### config.mk
export PLATFORM = sky130hd
export DESIGN_NAME = crc_barrett_unit
export DESIGN_NICKNAME = d
export VERILOG_FILES = /design/src/rtl/crc_bar_pkg.sv /design/src/rtl/crc_bar_clmul.sv /design/src/rtl/crc_bar_stage0.sv /design/src/rtl/crc_bar_stage1.sv /design/src/rtl/crc_barrett_unit.sv
export SDC_FILE = /design/constraint.sdc
export NUM_CORES = 1
export LEC_CHECK = 0
export CORE_ASPECT_RATIO = 1.75
export CORE_UTILIZATION = 38
export CTS_CLUSTER_DIAMETER = 120
export CTS_CLUSTER_SIZE = 30
export DETAILED_ROUTE_END_ITERATION = 8
export PLACE_DENSITY = 0.59
export SYNTH_ARGS = -nofsm -noshare
export SYNTH_HDL_FRONTEND = slang
export SYNTH_SLANG_ARGS = --single-unit
### constraint.sdc
create_clock -name clk -period 2.54 [get_ports clk]
set_input_delay 0.381 -clock clk [delete_from_list [all_inputs] [get_ports clk]]
set_output_delay 0.381 -clock clk [all_outputs]
set_load 0.02 [all_outputs]
### src/rtl/crc_bar_pkg.sv
package crc_bar_pkg;

  localparam int unsigned CRC_W = 32;

  typedef enum logic {
    POLY_CRC32  = 1'b0,
    POLY_CRC32C = 1'b1
  } poly_e;

  typedef enum logic [1:0] {
    SZ_BYTE     = 2'b00,
    SZ_HALF     = 2'b01,
    SZ_WORD     = 2'b10,
    SZ_WORD_ALT = 2'b11
  } size_e;

  // Reflected (LSB-first) polynomial constants.
  localparam logic [CRC_W-1:0] REFL_CRC32  = 32'hEDB8_8320;
  localparam logic [CRC_W-1:0] REFL_CRC32C = 32'h82F6_3B78;

  // Value handed from the first stage to the second.
  typedef struct packed {
    logic [CRC_W-1:0] partial;  // reversed first product
    logic [CRC_W-1:0] upper;    // operand bits not consumed, already shifted
    logic             sel;      // polynomial select
  } mid_t;

  function automatic logic [CRC_W-1:0] rev_bits(input logic [CRC_W-1:0] v);
    logic [CRC_W-1:0] r;
    for (int i = 0; i < CRC_W; i++) r[i] = v[CRC_W-1-i];
    return r;
  endfunction

  // floor(x^(2W) / G(x)), where G is the normal-order polynomial with its x^W term.
  function automatic logic [CRC_W:0] barrett_quot(input logic [CRC_W-1:0] pnorm);
    logic [2*CRC_W:0] rem;
    logic [2*CRC_W:0] g;
    logic [CRC_W:0]   q;
    rem = '0;
    rem[2*CRC_W] = 1'b1;
    g   = {{CRC_W{1'b0}}, 1'b1, pnorm};
    q   = '0;
    for (int i = 2*CRC_W; i >= CRC_W; i--) begin
      if (rem[i]) begin
        q[i-CRC_W] = 1'b1;
        rem = rem ^ (g << (i - CRC_W));
      end
    end
    return q;
  endfunction

  // Reverse the full (W+1)-bit quotient, then drop its top bit.
  function automatic logic [CRC_W-1:0] mu_reflected(input logic [CRC_W-1:0] pnorm);
    logic [CRC_W:0] q;
    logic [CRC_W:0] r;
    q = barrett_quot(pnorm);
    for (int i = 0; i <= CRC_W; i++) r[i] = q[CRC_W-i];
    return r[CRC_W-1:0];
  endfunction

endpackage

### src/rtl/crc_bar_clmul.sv
module crc_bar_clmul #(
  parameter int unsigned W = 32
) (
  input  logic [W-1:0] a,
  input  logic [W-1:0] b,
  output logic [W-1:0] p_lo
);
  logic [W-1:0] pp [W];

  for (genvar i = 0; i < W; i++) begin : g_pp
    assign pp[i] = b[i] ? (a << i) : '0;
  end

  always_comb begin
    p_lo = '0;
    for (int i = 0; i < W; i++) p_lo = p_lo ^ pp[i];
  end
endmodule

### src/rtl/crc_bar_stage0.sv
module crc_bar_stage0
  import crc_bar_pkg::*;
#(
  parameter logic [CRC_W-1:0] REFL_A = REFL_CRC32,
  parameter logic [CRC_W-1:0] REFL_B = REFL_CRC32C
) (
  input  logic [CRC_W-1:0] operand,
  input  logic             sel,
  input  logic [1:0]       size,
  output mid_t             mid
);
  localparam logic [CRC_W-1:0] NORM_A = rev_bits(REFL_A);
  localparam logic [CRC_W-1:0] NORM_B = rev_bits(REFL_B);
  localparam logic [CRC_W-1:0] MU_A   = mu_reflected(NORM_A);
  localparam logic [CRC_W-1:0] MU_B   = mu_reflected(NORM_B);

  logic [CRC_W-1:0] top_aligned;
  logic [CRC_W-1:0] upper;
  logic [CRC_W-1:0] mu;
  logic [CRC_W-1:0] prod;

  always_comb begin
    unique case (size_e'(size))
      SZ_BYTE: begin
        top_aligned = operand << (CRC_W - 8);
        upper       = operand >> 8;
      end
      SZ_HALF: begin
        top_aligned = operand << (CRC_W - 16);
        upper       = operand >> 16;
      end
      default: begin
        top_aligned = operand;
        upper       = '0;
      end
    endcase
  end

  assign mu = sel ? MU_B : MU_A;

  crc_bar_clmul #(.W(CRC_W)) u_mul0 (
    .a    (top_aligned),
    .b    (mu),
    .p_lo (prod)
  );

  assign mid.partial = rev_bits(prod);
  assign mid.upper   = upper;
  assign mid.sel     = sel;
endmodule

### src/rtl/crc_bar_stage1.sv
module crc_bar_stage1
  import crc_bar_pkg::*;
#(
  parameter logic [CRC_W-1:0] REFL_A = REFL_CRC32,
  parameter logic [CRC_W-1:0] REFL_B = REFL_CRC32C
) (
  input  mid_t             mid,
  output logic [CRC_W-1:0] result
);
  localparam logic [CRC_W-1:0] NORM_A = rev_bits(REFL_A);
  localparam logic [CRC_W-1:0] NORM_B = rev_bits(REFL_B);

  logic [CRC_W-1:0] poly;
  logic [CRC_W-1:0] prod;

  assign poly = mid.sel ? NORM_B : NORM_A;

  crc_bar_clmul #(.W(CRC_W)) u_mul1 (
    .a    (mid.partial),
    .b    (poly),
    .p_lo (prod)
  );

  assign result = mid.upper ^ rev_bits(prod);
endmodule

### src/rtl/crc_barrett_unit.sv
module crc_barrett_unit
  import crc_bar_pkg::*;
#(
  parameter logic [31:0] REFL_A = REFL_CRC32,
  parameter logic [31:0] REFL_B = REFL_CRC32C
) (
  input  logic        clk,
  input  logic        rst_n,
  input  logic        in_valid,
  output logic        in_ready,
  input  logic [31:0] in_operand,
  input  logic        in_poly_sel,
  input  logic [1:0]  in_size,
  output logic        out_valid,
  input  logic        out_ready,
  output logic [31:0] out_result
);
  mid_t             mid_d, mid_q;
  logic             mid_v;
  logic [CRC_W-1:0] res_d, res_q;
  logic             res_v;
  logic             adv_out;

  crc_bar_stage0 #(.REFL_A(REFL_A), .REFL_B(REFL_B)) u_s0 (
    .operand (in_operand),
    .sel     (in_poly_sel),
    .size    (in_size),
    .mid     (mid_d)
  );

  crc_bar_stage1 #(.REFL_A(REFL_A), .REFL_B(REFL_B)) u_s1 (
    .mid    (mid_q),
    .result (res_d)
  );

  assign adv_out  = !res_v || out_ready;
  assign in_ready = !mid_v || adv_out;

  always_ff @(posedge clk or negedge rst_n) begin
    if (!rst_n) begin
      mid_v <= 1'b0;
      res_v <= 1'b0;
    end else begin
      if (in_ready) mid_v <= in_valid;
      if (adv_out)  res_v <= mid_v;
    end
  end

  always_ff @(posedge clk) begin
    if (in_valid && in_ready) mid_q <= mid_d;
    if (adv_out && mid_v)     res_q <= res_d;
  end

  assign out_valid  = res_v;
  assign out_result = res_q;
endmodule

After elaboration in Yosys (flattened, before gate mapping)
Cells that the tools add are included.

cells by class
  equality and inequality tests = 1
  multiplexer cells = 68
  bitwise logic cells = 63
  reduce and logical (&&, ||, !) cells = 7

operators by type and width
  operator                                                                number
  32-bit 2-to-1 mux                                                       64
  32-bit bitwise XOR                                                      63
  32-bit one-hot mux with 2 select lines                                  1
  24-bit one-hot mux with 2 select lines                                  1
  30-bit 2-to-1 mux                                                       1
  29-bit 2-to-1 mux                                                       1
  2-bit by 1-bit equality test with 1-bit output (second input constant)  1
  1-bit logical AND                                                       2
  1-bit logical NOT                                                       2
  2-bit logical NOT                                                       1
  1-bit logical OR                                                        2

word-level totals
  register bits = 99
  input port bits = 39
  output and inout bits = 34
  word-level logic and storage cells = 145

Depth between registers and ports, before layout
  depth after elaboration = 34
  gate-level depth with buffers = 9
  gate-level depth less buffers = 6

Modules after synthesis
A second synthesis with hierarchy kept.

second synthesis, totals
  cells, all modules = 2500
  area, all modules = 18062.3 sq um

modules (own cells, without submodules)
  module            times used  cells an instance  area each (sq um)  sequential area each (sq um)
  crc_bar_clmul     2           1124               6974.2             0.0
  crc_barrett_unit  1           105                3016.6             2962.8
  crc_bar_stage0    1           112                805.8              0.0
  crc_bar_stage1    1           35                 291.5              0.0

Least setup slack after synthesis
No wires, ideal clock.

  path kind = reg-to-reg
  start = register res_v, in the netlist out_valid
  end = register mid_q[0] in the netlist's numbering, enable pin
  library setup time = 0.421 ns
  data arrival time = 2.132 ns
  required time = 2.119 ns
  path slack = -0.013 ns
  stages on the path, launching flop included = 3
  path buffers = 0
  clock period less this slack = 2.553 ns
  path through = dfrtp_1 nand3b_1 and2_1

between the ends
  longest elaborated chain between the ends = 4

RTL lines
  what                    RTL line                text
  from (decl)             crc_barrett_unit.sv:21  logic res_v;
  from (signal assigned)  crc_barrett_unit.sv:45  if (adv_out) res_v <= mid_v;
  1-bit logical NOT       crc_barrett_unit.sv:36  assign adv_out = !res_v || out_ready;
  1-bit logical OR        crc_barrett_unit.sv:36
  1-bit logical OR        crc_barrett_unit.sv:37  assign in_ready = !mid_v || adv_out;
  net in_ready            crc_barrett_unit.sv:10  output logic in_ready,
  1-bit logical AND       crc_barrett_unit.sv:50  if (in_valid && in_ready) mid_q <= mid_d;
  to (signal assigned)    crc_barrett_unit.sv:50
  to (decl)               crc_barrett_unit.sv:18  mid_t mid_d, mid_q;

The timed path passes the listed nets, and every way through them passes these cells.
A chain may end at the register's enable or synchronous reset.

==> flow_summary.ini <==
[synthesis]
async_reset_ff_share_pct = 2.20
synthCells = 1025
synth_top_flop_cell = edfxtp_1
synth-seq-cells = 91
syn_avg_cell_area_um2 = 9.56
syn-num-nets = 1064
ys_warn_count = 0
seq_area_frac_synth_pct = 27.8
syn_area_mm2 = 0.00980
ys_types = 52
synth_edf_count = 89

[status]
outcome = finished, final reports clean

[global_route]
grt_usage_pct = 24.7
grt_pass1_wl_um = 46500
grt_pass1_vias = 7741
grt_max_degree = 50
antenna_found_initial = 0
overflow = 0

[layout]
multiInputGateArea_mm2 = 0.00658
final_common_cell = xnor2_1
most-common-layout-cells = xnor2_1, buf_4, xor2_1
fillCellCount = 2411
regArea_mm2 = 0.00272
diodes = 0
final_util_pct = 48.3
fin_nets = 1230
layout-drive-gt1-share_pct = 17.7
syn2layout_area_growth_pct = 24.8

[floorplan]
ioPinCount = 73
fp-row-count = 77
die_w_um = 123
dieArea_mm2 = 0.0265
die_h_um = 214
core_area_mm2 = 0.0253
start_util_pct = 38.7

[sta]
slew_viol_final = 0
fmax_ghz = 0.418
skew_ps = 7.72
rsz0062_at_grt = false
tightest_slew_ps = 897
layout_worst_path_cycle_share_pct = 94.2
finalHoldViolations = 0
finalSetupViolations = 0
period_minus_slack_ps = 2390
relSlewSlack_pct = 39.8

[worst_setup_path]
worst-setup-path-type = in -> reg
cp.arrival_ps = 2480
cp-start-kind = input port
worstSetupEndpointType = register
path_max_fanout = 9
cp.required_ps = 2630

[drt]
drt_iter0_drc = 328
drc = 0
wl_per_cell_um = 20.5
first_pass_iters = 5
wirelength_um = 31000
ant_nets = 0
vias = 7526
vias_per_cell = 4.98

[power]
p_total_uw = 11500
powerDensity_mw_per_mm2 = 940
leakage_uw = 0.00465
ir_worst_vdd_mv = 0.378

[cts]
clock_sinks = 91
cts_tree = built
h-tree-depth = 3
clk_latency_ps = 360
cts_resized = 0
postCtsSetupBuffers = 0
cts-buffers-inserted = 9
cts_hold_buf = 0
clockRootBuffer = clkbuf_16
cts.clk_slew.worst_paths_ps = 60
clk_path_buf_depth = 2

[place]
portBuffers = 72
dpl.hpwl_um = 25300
globalplace.congestion = 0.988

[run]
max_cap_violations = 0

[hold_path]
hold_class = in -> async
report_power, final:
group,internal [uW],leakage (uW),switching (uW)
registers,2380,0.000889,300
logic,3860,0.00363,3710
clock network,668,0.000130,568
total,6910,0.00465,4580
routing by layer:
metal,GRT usage [%],vias to the layer above,share of wire (%)
li1,-,3656,-
met1,23.0,3535,33
met2,46.1,220,55
met3,2.63,115,2.6
met4,20.9,0,9.5
met5,0,-,0
path summary, 6_finish.rpt:
kind | depth (start not counted) | endpoint | slack (ps) | from
worst max-delay path | 8 | mid_q[41] | 150 | in_operand[2]
worst min-delay path | 1 | mid_v | 180 | rst_n
worst max register to register | 4 | out_result[20] | 300 | mid_q[39]
worst min register to register | 1 | out_valid | 490 | mid_v
max in group asynchronous | 1 | out_valid | 2240 | rst_n
min in group clk | 1 | out_valid | 490 | mid_v
per-stage QoR:
stage	hold slack, ps	worst slack (ps)	setup TNS [ps]	area (um2)	cells
floorplan	85.4	389	0	9800	1025
global placement	469	-231	-1260	12000	1496
detailed placement	477	-210	-1510	12000	1496
CTS	162	166	0	12200	1512
global route	184	78.5	0	12200	1512
finish	178	147	0	12200	1512
cells in the mapped netlist (all sizes together), types with 5 or more instances:
cell type | instances | area share [%]
xnor2 | 339 | 31
xor2 | 131 | 12
edfxtp | 89 | 27
buf | 76 | 4.2
nand2 | 66 | 2.5
nor2 | 61 | 2.4
a21oi | 52 | 2.7
mux2i | 47 | 5.0
o21ai | 35 | 1.8
and2 | 15 | 0.96
clkbuf | 15 | 0.57
xnor3 | 11 | 2.5
nor2b | 10 | 0.64
inv | 9 | 0.34
nand2b | 9 | 0.57
a211oi | 7 | 0.54
nand3 | 7 | 0.36
a22oi | 5 | 0.49
critical path, cell delays in order:
cell and delay, ps:
clkdlybuf4s50_1 530, buf_12 220, xnor2_1 230, a21oi_1 110, o22ai_1 260, a21oi_1 130
xor2_1 160, xnor3_1 460
area by class of cell:
cell class / count / share of cell area, %
Tap cell: 316 / 3.23
Clock buffer: 11 / 1.90
Inverter: 9 / 0.276
Multi-Input combinational cell: 834 / 53.8
Timing Repair Buffer: 246 / 18.2
Sequential cell: 91 / 22.3
Clock inverter: 5 / 0.317
cells by family after synthesis:
group,Yosys count,share of synthesized area (%)
AND/OR/NAND/NOR,179,8.12
buffers and inverters,100,5.09
AO/OA/AOI/OAI,120,7.15
multiplexers,50,5.39
XOR/XNOR,485,46.5
flip-flops,91,27.8
registers in the layout, indices dropped and copies added (netlist names):
signal / count
out_valid: 1
mid_v: 1
mid_q: 57
out_result: 32
No activity file was read; power rests on OpenSTA's default activity.
